File: src/rtl/cmp_pin_pkg.sv
package cmp_pin_pkg;

    localparam int MODE_W = 2;

    typedef enum logic [MODE_W-1:0] {
        CM_OFF    = 2'b00,
        CM_TOGGLE = 2'b01,
        CM_CLEAR  = 2'b10,
        CM_SET    = 2'b11
    } cmp_mode_e;

    typedef enum logic {
        OC_LOW  = 1'b0,
        OC_HIGH = 1'b1
    } oc_state_e;

endpackage

File: src/rtl/cmp_pin_next.sv
module cmp_pin_next
    import cmp_pin_pkg::*;
(
    input  oc_state_e cur_i,
    input  cmp_mode_e mode_i,
    input  logic      strobe_i,
    input  logic      load_i,
    input  logic      load_val_i,
    output oc_state_e nxt_o
);

    // LOAD wins over any strobe. A strobe then applies the mode transition.
    always_comb begin
        nxt_o = cur_i;
        if (load_i) begin
            nxt_o = load_val_i ? OC_HIGH : OC_LOW;
        end else if (strobe_i) begin
            unique case (mode_i)
                CM_OFF:    nxt_o = cur_i;
                CM_TOGGLE: nxt_o = (cur_i == OC_HIGH) ? OC_LOW : OC_HIGH;
                CM_CLEAR:  nxt_o = OC_LOW;
                CM_SET:    nxt_o = OC_HIGH;
                default:   nxt_o = cur_i;
            endcase
        end
    end

endmodule

File: src/rtl/cmp_pin_mux.sv
module cmp_pin_mux
    import cmp_pin_pkg::*;
(
    input  cmp_mode_e mode_i,
    input  oc_state_e state_i,
    input  logic      port_data_i,
    input  logic      port_dir_i,
    output logic      pin_out_o,
    output logic      pin_oe_o
);

    logic override;

    always_comb begin
        override  = (mode_i != CM_OFF);
        pin_out_o = override ? (state_i == OC_HIGH) : port_data_i;
        pin_oe_o  = port_dir_i;
    end

endmodule

File: src/rtl/cmp_pin_unit.sv
module cmp_pin_unit
    import cmp_pin_pkg::*;
(
    input  logic       clk_i,
    input  logic       rst_ni,
    input  logic [1:0] mode_i,
    input  logic       match_i,
    input  logic       force_i,
    input  logic       load_i,
    input  logic       load_val_i,
    input  logic       port_data_i,
    input  logic       port_dir_i,
    output logic       pin_out_o,
    output logic       pin_oe_o,
    output logic       cmp_state_o
);

    cmp_mode_e mode;
    oc_state_e state_q;
    oc_state_e state_d;
    logic      strobe;

    always_comb begin
        mode   = cmp_mode_e'(mode_i);
        // Both strobes together form one event, so the action happens once.
        strobe = match_i | force_i;
    end

    cmp_pin_next u_next (
        .cur_i      (state_q),
        .mode_i     (mode),
        .strobe_i   (strobe),
        .load_i     (load_i),
        .load_val_i (load_val_i),
        .nxt_o      (state_d)
    );

    always_ff @(posedge clk_i or negedge rst_ni) begin
        if (!rst_ni) begin
            state_q <= OC_LOW;
        end else begin
            state_q <= state_d;
        end
    end

    cmp_pin_mux u_mux (
        .mode_i      (mode),
        .state_i     (state_q),
        .port_data_i (port_data_i),
        .port_dir_i  (port_dir_i),
        .pin_out_o   (pin_out_o),
        .pin_oe_o    (pin_oe_o)
    );

    always_comb begin
        cmp_state_o = (state_q == OC_HIGH);
    end

endmodule

File: config.mk
export PLATFORM = sky130hd
export DESIGN_NAME = cmp_pin_unit
export DESIGN_NICKNAME = d
export VERILOG_FILES = /design/src/rtl/cmp_pin_pkg.sv /design/src/rtl/cmp_pin_next.sv /design/src/rtl/cmp_pin_mux.sv /design/src/rtl/cmp_pin_unit.sv
export SDC_FILE = /design/constraint.sdc
export NUM_CORES = 1
export LEC_CHECK = 0
export BUFFER_PORTS_ARGS = -buffer_cell sky130_fd_sc_hd__buf_2
export CAP_MARGIN = 20
export CORE_AREA = 2 2 39 41
export DETAILED_ROUTE_END_ITERATION = 16
export DIE_AREA = 0 0 41 43
export PLACE_DENSITY = 0.31
export SLEW_MARGIN = 25
export SYNTH_ARGS = -nofsm -noshare
export SYNTH_HDL_FRONTEND = slang
export SYNTH_SLANG_ARGS = --single-unit
File: constraint.sdc
create_clock -name clk_i -period 0.95 [get_ports clk_i]
set_input_delay 0.1425 -clock clk_i [delete_from_list [all_inputs] [get_ports clk_i]]
set_output_delay 0.1425 -clock clk_i [all_outputs]
set_load 0.05 [all_outputs]
==> impl_results.html, run 1 <==
<table>
<tr><th>Metric</th><th>Value</th></tr>
<tr><th colspan="2">Timing</th></tr>
<tr><td>Shortest period the worst path allows</td><td>919 ps</td></tr>
<tr><td>Final worst-path cycle share</td><td>0.967</td></tr>
<tr><td>Maximum frequency from static timing analysis</td><td>1.09 GHz</td></tr>
<tr><td>Final hold violation count</td><td>0</td></tr>
<tr><td>RSZ-0062 raised after global routing</td><td>yes</td></tr>
<tr><td>Final setup vio count</td><td>0</td></tr>
<tr><td>Final worst clock skew</td><td>0 ps</td></tr>
<tr><td>Final number of max-transition violations</td><td>0</td></tr>
<tr><td>Transition time at the pin with the least slew margin</td><td>249 ps</td></tr>
<tr><td>Max transition margin</td><td>0.835</td></tr>
<tr><th colspan="2">Critical path</th></tr>
<tr><td>Slack of the worst reg-to-reg path</td><td>60 ps</td></tr>
<tr><td>Cell class contributing the biggest share of worst-path delay</td><td>compound AO/OA/AOI/OAI gates</td></tr>
<tr><td>Data required time at the worst endpoint</td><td>830 ps</td></tr>
<tr><td>Launching element type of the critical path</td><td>primary input</td></tr>
<tr><td>CP Max Fanout</td><td>3</td></tr>
<tr><td>Arrival time at the worst endpoint</td><td>800 ps</td></tr>
<tr><td>Register-to-Register Path Depth</td><td>3</td></tr>
<tr><td>Longest individual stage delay on the worst path</td><td>170 ps</td></tr>
<tr><td>Worst path cell trace</td><td>buf_2 &gt; buf_4 &gt; and2b_1 &gt; o22ai_1 &gt; a22o_1</td></tr>
<tr><td>Setup Crit Path Kind</td><td>primary input to register</td></tr>
<tr><td>Reg-to-Reg End</td><td>cmp_state_o$_DFFE_PN0P_</td></tr>
<tr><td>Worst R2R Start</td><td>cmp_state_o$_DFFE_PN0P_</td></tr>
<tr><td>Crit path buffers/inverters</td><td>2</td></tr>
<tr><td>Kind of end point of the critical path</td><td>register</td></tr>
<tr><td>Slowest-stage cell, CP</td><td>and2b_1</td></tr>
<tr><th colspan="2">Power</th></tr>
<tr><td>Worst IR Drop VDD</td><td>0.228 mV</td></tr>
<tr><td>Combinational Power Share</td><td>0.676</td></tr>
<tr><td>NetSw</td><td>0.0679 mW</td></tr>
<tr><td>Clock share of power</td><td>0</td></tr>
<tr><td>Internal cell power</td><td>0.0963 mW</td></tr>
<tr><td>Switching portion of total power</td><td>0.414</td></tr>
<tr><td>Total power of the final layout</td><td>0.164 mW</td></tr>
<tr><td>Sequential cell fraction of total power</td><td>0.324</td></tr>
<tr><td>Pwr per Cell Area</td><td>836 mW/mm^2</td></tr>
<tr><td>Static Leakage</td><td>0.0980 nW</td></tr>
<tr><th colspan="2">Place</th></tr>
<tr><td>Cell count after placement</td><td>39</td></tr>
<tr><td>GPL Wtd Cong</td><td>0.612</td></tr>
<tr><td># port buffers</td><td>10</td></tr>
<tr><th colspan="2">Drt</th></tr>
<tr><td>Vias post-DR</td><td>132</td></tr>
<tr><td>Iter 0 DRT Violations</td><td>1</td></tr>
<tr><td>Wire length after detailed routing</td><td>340 um</td></tr>
<tr><td>Detailed-route wire length per cell</td><td>8.50 um</td></tr>
<tr><td>TritonRoute pass-1 iters</td><td>2</td></tr>
<tr><td>Detail-routed via count per cell</td><td>3.30</td></tr>
<tr><td>Final routed DRC violation total</td><td>0</td></tr>
<tr><td>Antenna viol nets, final</td><td>0</td></tr>
<tr><th colspan="2">Synth</th></tr>
<tr><td>Instance count of the mapped netlist</td><td>12</td></tr>
<tr><td>Synth Cell Area</td><td>90.1 um^2</td></tr>
<tr><td>Number of enable flip-flop cells after synthesis</td><td>0</td></tr>
<tr><td>Leading register cell type out of synthesis</td><td>dfrtp_1</td></tr>
<tr><td>Post-synthesis cell type count</td><td>11</td></tr>
<tr><td>Proportion of synthesized chip area in sequential cells</td><td>0.278</td></tr>
<tr><td>Top post-synthesis cells by area</td><td>dfrtp_1 (28%), o21ai_0 (11%), a22o_1 (9.7%)</td></tr>
<tr><td>Top-count cell post-synth</td><td>o21ai_0</td></tr>
<tr><td>Nets in the synthesized netlist</td><td>22</td></tr>
<tr><td>Largest area contributor in the netlist</td><td>dfrtp_1</td></tr>
<tr><td>FFs w/ async S/R, synth</td><td>1.00</td></tr>
<tr><td>Post-synth top area share</td><td>0.278</td></tr>
<tr><td>Post-Synthesis Mean Instance Area</td><td>7.51 um^2</td></tr>
<tr><td>Number of synthesis warnings</td><td>0</td></tr>
<tr><td>Count of state elements after synthesis</td><td>1</td></tr>
<tr><th colspan="2">Final layout</th></tr>
<tr><td>Post-Layout Cell Count</td><td>40</td></tr>
<tr><td>Share of final-layout standard cells stronger than drive strength 1</td><td>0.625</td></tr>
<tr><td>Diode count</td><td>0</td></tr>
<tr><td>Max FFs per register</td><td>1</td></tr>
<tr><td># nets final</td><td>36</td></tr>
<tr><td>Layout Area Growth over Synthesis</td><td>118%</td></tr>
<tr><th colspan="2">CTS</th></tr>
<tr><td>Setup Buffers After CTS</td><td>0</td></tr>
<tr><td>Clock insertion delay at the later pin of the skew report</td><td>0 ps</td></tr>
<tr><td>Clock transition at the register clock pins on the worst setup and hold paths after CTS</td><td>0 ps</td></tr>
<tr><th colspan="2">Global route</th></tr>
<tr><td>Antenna violations before repair</td><td>0</td></tr>
<tr><td>Wire length of the first global-routing pass</td><td>434 um</td></tr>
<tr><td>Total global routing track utilization</td><td>0.0331</td></tr>
<tr><td>Remaining global-route overflow</td><td>0</td></tr>
<tr><td>Vias in the first global route</td><td>112</td></tr>
<tr><td>Largest net degree at the start of global routing</td><td>4</td></tr>
<tr><th colspan="2">Die</th></tr>
<tr><td>Core Box Area</td><td>0.00138 mm^2</td></tr>
<tr><td>Area of the die</td><td>0.00176 mm^2</td></tr>
<tr><td>Y dimension of the die</td><td>43 um</td></tr>
<tr><td>Chip width</td><td>41 um</td></tr>
<tr><td>Initial Util</td><td>0.0651</td></tr>
<tr><td>Number of placed I/O pins</td><td>13</td></tr>
<tr><td>Row count</td><td>14</td></tr>
<tr><th colspan="2">Status</th></tr>
<tr><td>Outcome</td><td>finished, final reports clean</td></tr>
<tr><th colspan="2">Min path</th></tr>
<tr><td>Worst Hold Path EP</td><td>pin_oe_o</td></tr>
<tr><td>WHS Path Cells</td><td>0</td></tr>
<tr><td>Worst hold path type</td><td>primary input to output pin</td></tr>
<tr><td>Worst Hold Launch</td><td>port_dir_i</td></tr>
<tr><th colspan="2">Flow run</th></tr>
<tr><td>Number of max-cap violations</td><td>0</td></tr>
</table>
per-layer routing:
| layer | GRT usage | share of wire |
|---|---|---|
| met1 | 0.0607 | 0.55 |
| met2 | 0.0375 | 0.29 |
| met3 | 0.0105 | 0.16 |
| met4 | 0 | 0 |
| met5 | 0 | 0 |
kinds of logic (layout without fill, tap and decap cells):
kind of cell           Yosys count  in the layout  synth area share
buffers and inverters            2             14             0.125
DFF                              1              1             0.278
and+or+nand+nor                  4              4             0.264
AOI/OAI and AO/OA                5              5             0.333
area by class of cell:
cell class                 instances  area (um^2)
fill                             158         1190
timing repair buffer              13         81.3
multi-input combinational          9         65.1
sequential                         1         26.3
tap                               16         20.0
inverter                           1         3.75
cell usage in the layout (no fill, tap or decap):
cell / n
and3b_1: 1
nand2_1: 1
buf_6: 1
dlygate4sd3_1: 1
inv_2: 1
and2b_1: 1
buf_4: 2
nor2_1: 1
o21ai_0: 1
dfrtp_2: 1
a21oi_1: 1
o21ai_4: 1
a22o_1: 1
o22ai_1: 1
buf_2: 9
power by group through the flow:
stage / clock (mW) / sequential (mW) / combinational [mW]
final: 0 / 0.0532 / 0.111
after global routing: 0 / 0.0533 / 0.118
after CTS: 0 / 0.0530 / 0.108
after detailed placement: 0 / 0.0530 / 0.101
after global placement: 0 / 0.0522 / 0.0988
after floorplan: 0 / 0.0681 / 0.0571
worst max-delay path by stage:
stage | start | slack, ps | depth (start not counted) | endpoint
final | mode_i[0] | 30 | 5 | cmp_state_o$_DFFE_PN0P_
after global routing | mode_i[0] | -7 | 5 | cmp_state_o$_DFFE_PN0P_
after detailed placement | mode_i[0] | -20 | 5 | pin_out_o
after floorplan | cmp_state_o$_DFFE_PN0P_ | -110 | 2 | pin_out_o
after global placement | mode_i[0] | -10 | 5 | pin_out_o
after CTS | mode_i[0] | 30 | 5 | cmp_state_o$_DFFE_PN0P_
metrics by stage:
stage | instance area [um^2] | setup slack, ps | hold WS [ps] | setup TNS [ps] | util
floorplan | 103 | -109 | -153 | -206 | -
global placement | 180 | -14.3 | -79.2 | -14.3 | 0.130
detailed placement | 180 | -20.6 | -78.4 | -20.6 | 0.130
CTS | 193 | 27.6 | 286 | 0 | 0.139
global route | 196 | -7.18 | 285 | -7.55 | 0.142
finish | 196 | 31.1 | 285 | 0 | 0.142
repair_timing:
item	CTS	global route
setup endpoints to repair	1	2
cloned	0	0
hold endpoints to repair	1	0
hold buffers	1	0
gates resized for setup	1	1
Power figures use the tool's default switching activity.
==> inputs of run 2 (changes only) <==
- ABC_AREA: unset -> 1
- CORE_AREA: 2 2 39 41 -> 4 4 41 43
- DIE_AREA: 0 0 41 43 -> 0 0 45 47
- PLACE_DENSITY: 0.31 -> 0.33
==> impl_results.html, run 2 <==
<table>
<tr><th>Metric</th><th>Value</th></tr>
<tr><th colspan="2">Die</th></tr>
<tr><td>Y dimension of the die</td><td>47 um</td></tr>
<tr><td>Core Box Area</td><td>0.00130 mm^2</td></tr>
<tr><td>Area of the die</td><td>0.00212 mm^2</td></tr>
<tr><td>Row count</td><td>13</td></tr>
<tr><td>Number of placed I/O pins</td><td>13</td></tr>
<tr><td>Chip width</td><td>45 um</td></tr>
<tr><td>Initial Util</td><td>0.0894</td></tr>
<tr><th colspan="2">Drt</th></tr>
<tr><td>Vias post-DR</td><td>154</td></tr>
<tr><td>Antenna viol nets, final</td><td>0</td></tr>
<tr><td>Iter 0 DRT Violations</td><td>2</td></tr>
<tr><td>TritonRoute pass-1 iters</td><td>3</td></tr>
<tr><td>Detailed-route wire length per cell</td><td>6.83 um</td></tr>
<tr><td>Detail-routed via count per cell</td><td>3.21</td></tr>
<tr><td>Wire length after detailed routing</td><td>328 um</td></tr>
<tr><td>Final routed DRC violation total</td><td>0</td></tr>
<tr><th colspan="2">Synth</th></tr>
<tr><td>Synth Cell Area</td><td>116 um^2</td></tr>
<tr><td>Leading register cell type out of synthesis</td><td>dfrtp_1</td></tr>
<tr><td>Post-synthesis cell type count</td><td>10</td></tr>
<tr><td>Post-synth top area share</td><td>0.215</td></tr>
<tr><td>FFs w/ async S/R, synth</td><td>1.00</td></tr>
<tr><td>Number of enable flip-flop cells after synthesis</td><td>0</td></tr>
<tr><td>Largest area contributor in the netlist</td><td>dfrtp_1</td></tr>
<tr><td>Top post-synthesis cells by area</td><td>dfrtp_1 (22%), inv_1 (16%), nand2_1 (16%)</td></tr>
<tr><td>Top cells by instance count after synthesis</td><td>inv_1 (5), nand2_1 (5), nand3_1 (3)</td></tr>
<tr><td>Instance count of the mapped netlist</td><td>21</td></tr>
<tr><td>Post-Synthesis Mean Instance Area</td><td>5.54 um^2</td></tr>
<tr><td>Count of state elements after synthesis</td><td>1</td></tr>
<tr><td>Proportion of synthesized chip area in sequential cells</td><td>0.215</td></tr>
<tr><td>Nets in the synthesized netlist</td><td>31</td></tr>
<tr><td>Number of synthesis warnings</td><td>0</td></tr>
<tr><th colspan="2">Timing</th></tr>
<tr><td>Shortest period the worst path allows</td><td>893 ps</td></tr>
<tr><td>Transition time at the pin with the least slew margin</td><td>255 ps</td></tr>
<tr><td>Max transition margin</td><td>0.831</td></tr>
<tr><td>Post-Route Hold Slack</td><td>285 ps</td></tr>
<tr><td>Final worst-path cycle share</td><td>0.940</td></tr>
<tr><td>RSZ-0062 raised after global routing</td><td>no</td></tr>
<tr><td>Final worst clock skew</td><td>0 ps</td></tr>
<tr><td>Final setup vio count</td><td>0</td></tr>
<tr><td>Final setup TNS</td><td>0 ps</td></tr>
<tr><td>Final number of max-transition violations</td><td>0</td></tr>
<tr><td>Maximum frequency from static timing analysis</td><td>1.12 GHz</td></tr>
<tr><td>Final hold violation count</td><td>0</td></tr>
<tr><td>Crit path setup slack, layout</td><td>56.7 ps</td></tr>
<tr><th colspan="2">Critical path</th></tr>
<tr><td>Launching element type of the critical path</td><td>primary input</td></tr>
<tr><td>Kind of end point of the critical path</td><td>output pin</td></tr>
<tr><td>CP Max Fanout</td><td>3</td></tr>
<tr><td>Data required time at the worst endpoint</td><td>810 ps</td></tr>
<tr><td>Setup Crit Path Kind</td><td>primary input to output pin</td></tr>
<tr><td>Arrival time at the worst endpoint</td><td>750 ps</td></tr>
<tr><td>Slack of the worst reg-to-reg path</td><td>160 ps</td></tr>
<tr><th colspan="2">Flow run</th></tr>
<tr><td>Number of max-cap violations</td><td>0</td></tr>
<tr><th colspan="2">Place</th></tr>
<tr><td>Post-placement worst setup slack</td><td>-5.77 ps</td></tr>
<tr><td>Area after detailed placement</td><td>205 um^2</td></tr>
<tr><td>Cell count after placement</td><td>47</td></tr>
<tr><td># port buffers</td><td>10</td></tr>
<tr><td>Sum of net half-perimeters after detailed placement</td><td>298 um</td></tr>
<tr><td>GPL Wtd Cong</td><td>0.629</td></tr>
<tr><th colspan="2">Final layout</th></tr>
<tr><td># nets final</td><td>45</td></tr>
<tr><td>Area taken by multi-input logic gates</td><td>75.1 um^2</td></tr>
<tr><td>Filler cell count</td><td>160</td></tr>
<tr><td>Share of final-layout standard cells stronger than drive strength 1</td><td>0.576</td></tr>
<tr><td>Layout Area Growth over Synthesis</td><td>89.2%</td></tr>
<tr><td>Commonest cells after routing, fill and taps aside</td><td>buf_2 (9), nand2_1 (5), inv_1 (4)</td></tr>
<tr><td>Final cell area excluding filler cells</td><td>220 um^2</td></tr>
<tr><td>Max FFs per register</td><td>1</td></tr>
<tr><td>Sequential Area</td><td>26.3 um^2</td></tr>
<tr><td>Diode count</td><td>0</td></tr>
<tr><td>Most common cell after layout, fill and taps aside</td><td>buf_2</td></tr>
<tr><td>Post-Layout Cell Count</td><td>48</td></tr>
<tr><td>Final Core Density</td><td>0.169</td></tr>
<tr><th colspan="2">Power</th></tr>
<tr><td>Static Leakage</td><td>0.126 nW</td></tr>
<tr><td>Pwr per Cell Area</td><td>861 mW/mm^2</td></tr>
<tr><td>Worst IR Drop VDD</td><td>0.288 mV</td></tr>
<tr><td>Total power of the final layout</td><td>0.190 mW</td></tr>
<tr><th colspan="2">Global route</th></tr>
<tr><td>Wire length of the first global-routing pass</td><td>496 um</td></tr>
<tr><td>Total global routing track utilization</td><td>0.0292</td></tr>
<tr><td>Vias in the first global route</td><td>133</td></tr>
<tr><td>Largest net degree at the start of global routing</td><td>5</td></tr>
<tr><td>Remaining global-route overflow</td><td>0</td></tr>
<tr><td>Antenna violations before repair</td><td>0</td></tr>
<tr><th colspan="2">CTS</th></tr>
<tr><td>Clock insertion delay at the later pin of the skew report</td><td>0 ps</td></tr>
<tr><th colspan="2">Status</th></tr>
<tr><td>Outcome</td><td>finished, final reports clean</td></tr>
<tr><th colspan="2">Min path</th></tr>
<tr><td>Worst hold path type</td><td>primary input to output pin</td></tr>
</table>
## run 2: critical path, stage by stage
cell and delay (ps):
buf_2 110, inv_2 50, nand2_2 80, nor2_2 140, a21oi_4 40, buf_4 180
## run 2: power breakdown
part / internal (mW) / switching, mW / leakage, nW
sequential: 0.0499 / 0.00337 / 0.0107
combinational: 0.0535 / 0.0828 / 0.116
clock: 0 / 0 / 0
## run 2: final timing paths
kind / from / end / cells past startpoint
worst max-delay path: mode_i[1] / pin_out_o / 6
min in group asynchronous: rst_ni / cmp_state_o$_DFFE_PN0P_ / 2
max in group asynchronous: rst_ni / cmp_state_o$_DFFE_PN0P_ / 2
worst max register to register: cmp_state_o$_DFFE_PN0P_ / cmp_state_o$_DFFE_PN0P_ / 5
worst min-delay path: port_dir_i / pin_oe_o / 0
worst min register to register: cmp_state_o$_DFFE_PN0P_ / cmp_state_o$_DFFE_PN0P_ / 3
## run 2: layer usage
layer,GRT usage,share of wire
met5,0,0
met4,0,0
met3,0,0.11
met2,0.0508,0.36
met1,0.0430,0.53
## run 2: final cells by class
type	instances	share of cell area
inverter	6	0.102
multi-input combinational	13	0.341
sequential	1	0.119
tap	15	0.0852
timing repair buffer	13	0.352
## run 2: repair_timing
| item | CTS | global route |
|---|---|---|
| endpoints found under the hold margin | 1 | 0 |
| setup endpoints to repair | 1 | 1 |
| pin swaps | 0 | 0 |
| buffers inserted | 0 | 0 |
| hold buffers | 1 | 0 |
| resized for setup | 1 | 1 |
## run 2: cell families after synthesis
logic type      after synthesis  share of synthesized area
buf+inv                       7                      0.258
flops                         1                      0.215
simple gates                 12                      0.484
compound gates                1                     0.0430
==> inputs of run 3 (changes only) <==
- CORE_AREA: 4 4 41 43 -> 2 2 39 41
- DIE_AREA: 0 0 45 47 -> 0 0 41 43
- RECOVER_POWER: unset -> 50
==> impl_results.html, run 3 (synthesis results as in run 2) <==
<table>
<tr><th>Metric</th><th>Value</th></tr>
<tr><th colspan="2">Timing</th></tr>
<tr><td>Maximum frequency from static timing analysis</td><td>1.13 GHz</td></tr>
<tr><td>RSZ-0062 raised after global routing</td><td>yes</td></tr>
<tr><td>Max transition margin</td><td>0.836</td></tr>
<tr><td>Final setup TNS</td><td>0 ps</td></tr>
<tr><td>Shortest period the worst path allows</td><td>885 ps</td></tr>
<tr><td>Transition time at the pin with the least slew margin</td><td>247 ps</td></tr>
<tr><td>Final hold violation count</td><td>0</td></tr>
<tr><td>Final setup vio count</td><td>0</td></tr>
<tr><td>Final worst-path cycle share</td><td>0.932</td></tr>
<tr><td>Final worst clock skew</td><td>0 ps</td></tr>
<tr><td>Final number of max-transition violations</td><td>0</td></tr>
<tr><th colspan="2">Global route</th></tr>
<tr><td>Remaining global-route overflow</td><td>0</td></tr>
<tr><td>Antenna violations before repair</td><td>0</td></tr>
<tr><td>Total global routing track utilization</td><td>0.0340</td></tr>
<tr><td>Vias in the first global route</td><td>130</td></tr>
<tr><td>Wire length of the first global-routing pass</td><td>448 um</td></tr>
<tr><td>Largest net degree at the start of global routing</td><td>5</td></tr>
<tr><th colspan="2">Die</th></tr>
<tr><td>Area of the die</td><td>0.00176 mm^2</td></tr>
<tr><td>Chip width</td><td>41 um</td></tr>
<tr><td>Number of placed I/O pins</td><td>13</td></tr>
<tr><td>Initial Util</td><td>0.0841</td></tr>
<tr><td>Core Box Area</td><td>0.00138 mm^2</td></tr>
<tr><td>Y dimension of the die</td><td>43 um</td></tr>
<tr><td>Row count</td><td>14</td></tr>
<tr><th colspan="2">Critical path</th></tr>
<tr><td>CP Max Fanout</td><td>3</td></tr>
<tr><td>Worst path cell trace</td><td>buf_2 &gt; inv_2 &gt; nand2_2 &gt; nor2_2 &gt; a21oi_4 &gt; buf_4</td></tr>
<tr><td>Worst R2R Start</td><td>cmp_state_o$_DFFE_PN0P_</td></tr>
<tr><td>Arrival time at the worst endpoint</td><td>740 ps</td></tr>
<tr><td>Register-to-Register Path Depth</td><td>5</td></tr>
<tr><td>Cell class contributing the biggest share of worst-path delay</td><td>buffers and inverters</td></tr>
<tr><td>Reg-to-Reg End</td><td>cmp_state_o$_DFFE_PN0P_</td></tr>
<tr><td>Cell count along the critical path</td><td>6</td></tr>
<tr><td>Slowest-stage cell, CP</td><td>buf_4</td></tr>
<tr><td>Worst setup path startpoint</td><td>mode_i[1]</td></tr>
<tr><td>Slack of the worst reg-to-reg path</td><td>180 ps</td></tr>
<tr><td>Launching element type of the critical path</td><td>primary input</td></tr>
<tr><td>Critical Path End</td><td>pin_out_o</td></tr>
<tr><td>Longest individual stage delay on the worst path</td><td>180 ps</td></tr>
<tr><td>Crit path buffers/inverters</td><td>3</td></tr>
<tr><td>Data required time at the worst endpoint</td><td>810 ps</td></tr>
<tr><td>Kind of end point of the critical path</td><td>output pin</td></tr>
<tr><td>Setup Crit Path Kind</td><td>primary input to output pin</td></tr>
<tr><th colspan="2">CTS</th></tr>
<tr><td>Clock insertion delay at the later pin of the skew report</td><td>0 ps</td></tr>
<tr><td>Setup Buffers After CTS</td><td>0</td></tr>
<tr><th colspan="2">Drt</th></tr>
<tr><td>Detailed-route wire length per cell</td><td>6.00 um</td></tr>
<tr><td>Vias post-DR</td><td>154</td></tr>
<tr><td>Detail-routed via count per cell</td><td>3.14</td></tr>
<tr><td>Antenna viol nets, final</td><td>0</td></tr>
<tr><td>TritonRoute pass-1 iters</td><td>3</td></tr>
<tr><td>Iter 0 DRT Violations</td><td>5</td></tr>
<tr><td>Wire length after detailed routing</td><td>294 um</td></tr>
<tr><td>Final routed DRC violation total</td><td>0</td></tr>
<tr><th colspan="2">Min path</th></tr>
<tr><td>WHS Path Cells</td><td>0</td></tr>
<tr><td>Worst hold path type</td><td>primary input to output pin</td></tr>
<tr><th colspan="2">Place</th></tr>
<tr><td>Sum of net half-perimeters after detailed placement</td><td>269 um</td></tr>
<tr><td>Cell count after placement</td><td>48</td></tr>
<tr><td># port buffers</td><td>10</td></tr>
<tr><td>GPL Wtd Cong</td><td>0.686</td></tr>
<tr><td>Area after detailed placement</td><td>206 um^2</td></tr>
<tr><th colspan="2">Final layout</th></tr>
<tr><td>Diode count</td><td>0</td></tr>
<tr><td>Post-Layout Cell Count</td><td>49</td></tr>
<tr><td>Most common cell after layout, fill and taps aside</td><td>buf_2</td></tr>
<tr><td>Filler cell count</td><td>169</td></tr>
<tr><td>Layout Area Growth over Synthesis</td><td>90.3%</td></tr>
<tr><td>Max FFs per register</td><td>1</td></tr>
<tr><td># nets final</td><td>45</td></tr>
<tr><td>Final cell area excluding filler cells</td><td>221 um^2</td></tr>
<tr><td>Share of final-layout standard cells stronger than drive strength 1</td><td>0.576</td></tr>
<tr><td>Commonest cells after routing, fill and taps aside</td><td>buf_2 (9), nand2_1 (5), inv_1 (4)</td></tr>
<tr><td>Final Core Density</td><td>0.160</td></tr>
<tr><th colspan="2">Power</th></tr>
<tr><td>Static Leakage</td><td>0.126 nW</td></tr>
<tr><td>Pwr per Cell Area</td><td>846 mW/mm^2</td></tr>
<tr><td>Worst IR Drop VDD</td><td>0.203 mV</td></tr>
<tr><td>Total power of the final layout</td><td>0.187 mW</td></tr>
<tr><th colspan="2">Status</th></tr>
<tr><td>Outcome</td><td>finished, final reports clean</td></tr>
<tr><th colspan="2">Flow run</th></tr>
<tr><td>Number of max-cap violations</td><td>0</td></tr>
</table>
[run 3: cell counts in the layout (fill, tap and decap cells not counted)]
Identical to the previous run, type by type.
[run 3: how the worst min path moves through the flow]
stage                          start                 endpoint  slack [ps]
after floorplan               rst_ni  cmp_state_o$_DFFE_PN0P_        -150
after global placement        rst_ni  cmp_state_o$_DFFE_PN0P_         -80
after detailed placement      rst_ni  cmp_state_o$_DFFE_PN0P_         -80
after CTS                 port_dir_i                 pin_oe_o         290
after global routing      port_dir_i                 pin_oe_o         290
final                     port_dir_i                 pin_oe_o         290
[run 3: area by class of cell]
class,count,area (um^2),share of cell area
Timing Repair Buffer,13,77.6,0.350
Sequential cell,1,26.3,0.119
Multi-Input combinational cell,13,75.1,0.339
Tap cell,16,20.0,0.0904
Inverter,6,22.5,0.102
[run 3: metrics by stage]
| stage | setup slack [ps] | hold WS, ps |
|---|---|---|
| after floorplan | -142 | -153 |
| after global placement | 5.18 | -79.3 |
| after CTS | 19.6 | 285 |
| after global routing | 3.59 | 285 |
| final | 64.9 | 285 |
| after detailed placement | -0.474 | -82.6 |
[run 3: where the power goes]
part           switching [mW]  leakage, nW  internal, mW  total (mW)
sequential            0.00351       0.0107        0.0499      0.0534
clock                       0            0             0           0
combinational          0.0803        0.116        0.0535       0.134
[run 3: what timing repair did]
| item | 4_1_cts | 5_1_grt |
|---|---|---|
| hold buffers | 1 | 0 |
| endpoints found under the setup margin | 1 | 1 |
| gates resized for setup | 1 | 1 |
| hold endpoints to repair | 1 | 0 |
| gates cloned | 0 | 0 |
[run 3: per-layer routing]
metal	GRT usage	wire length (um)
met4	0	0
met1	0.0446	142
met5	0	0
met2	0.0594	121
met3	0.00524	31
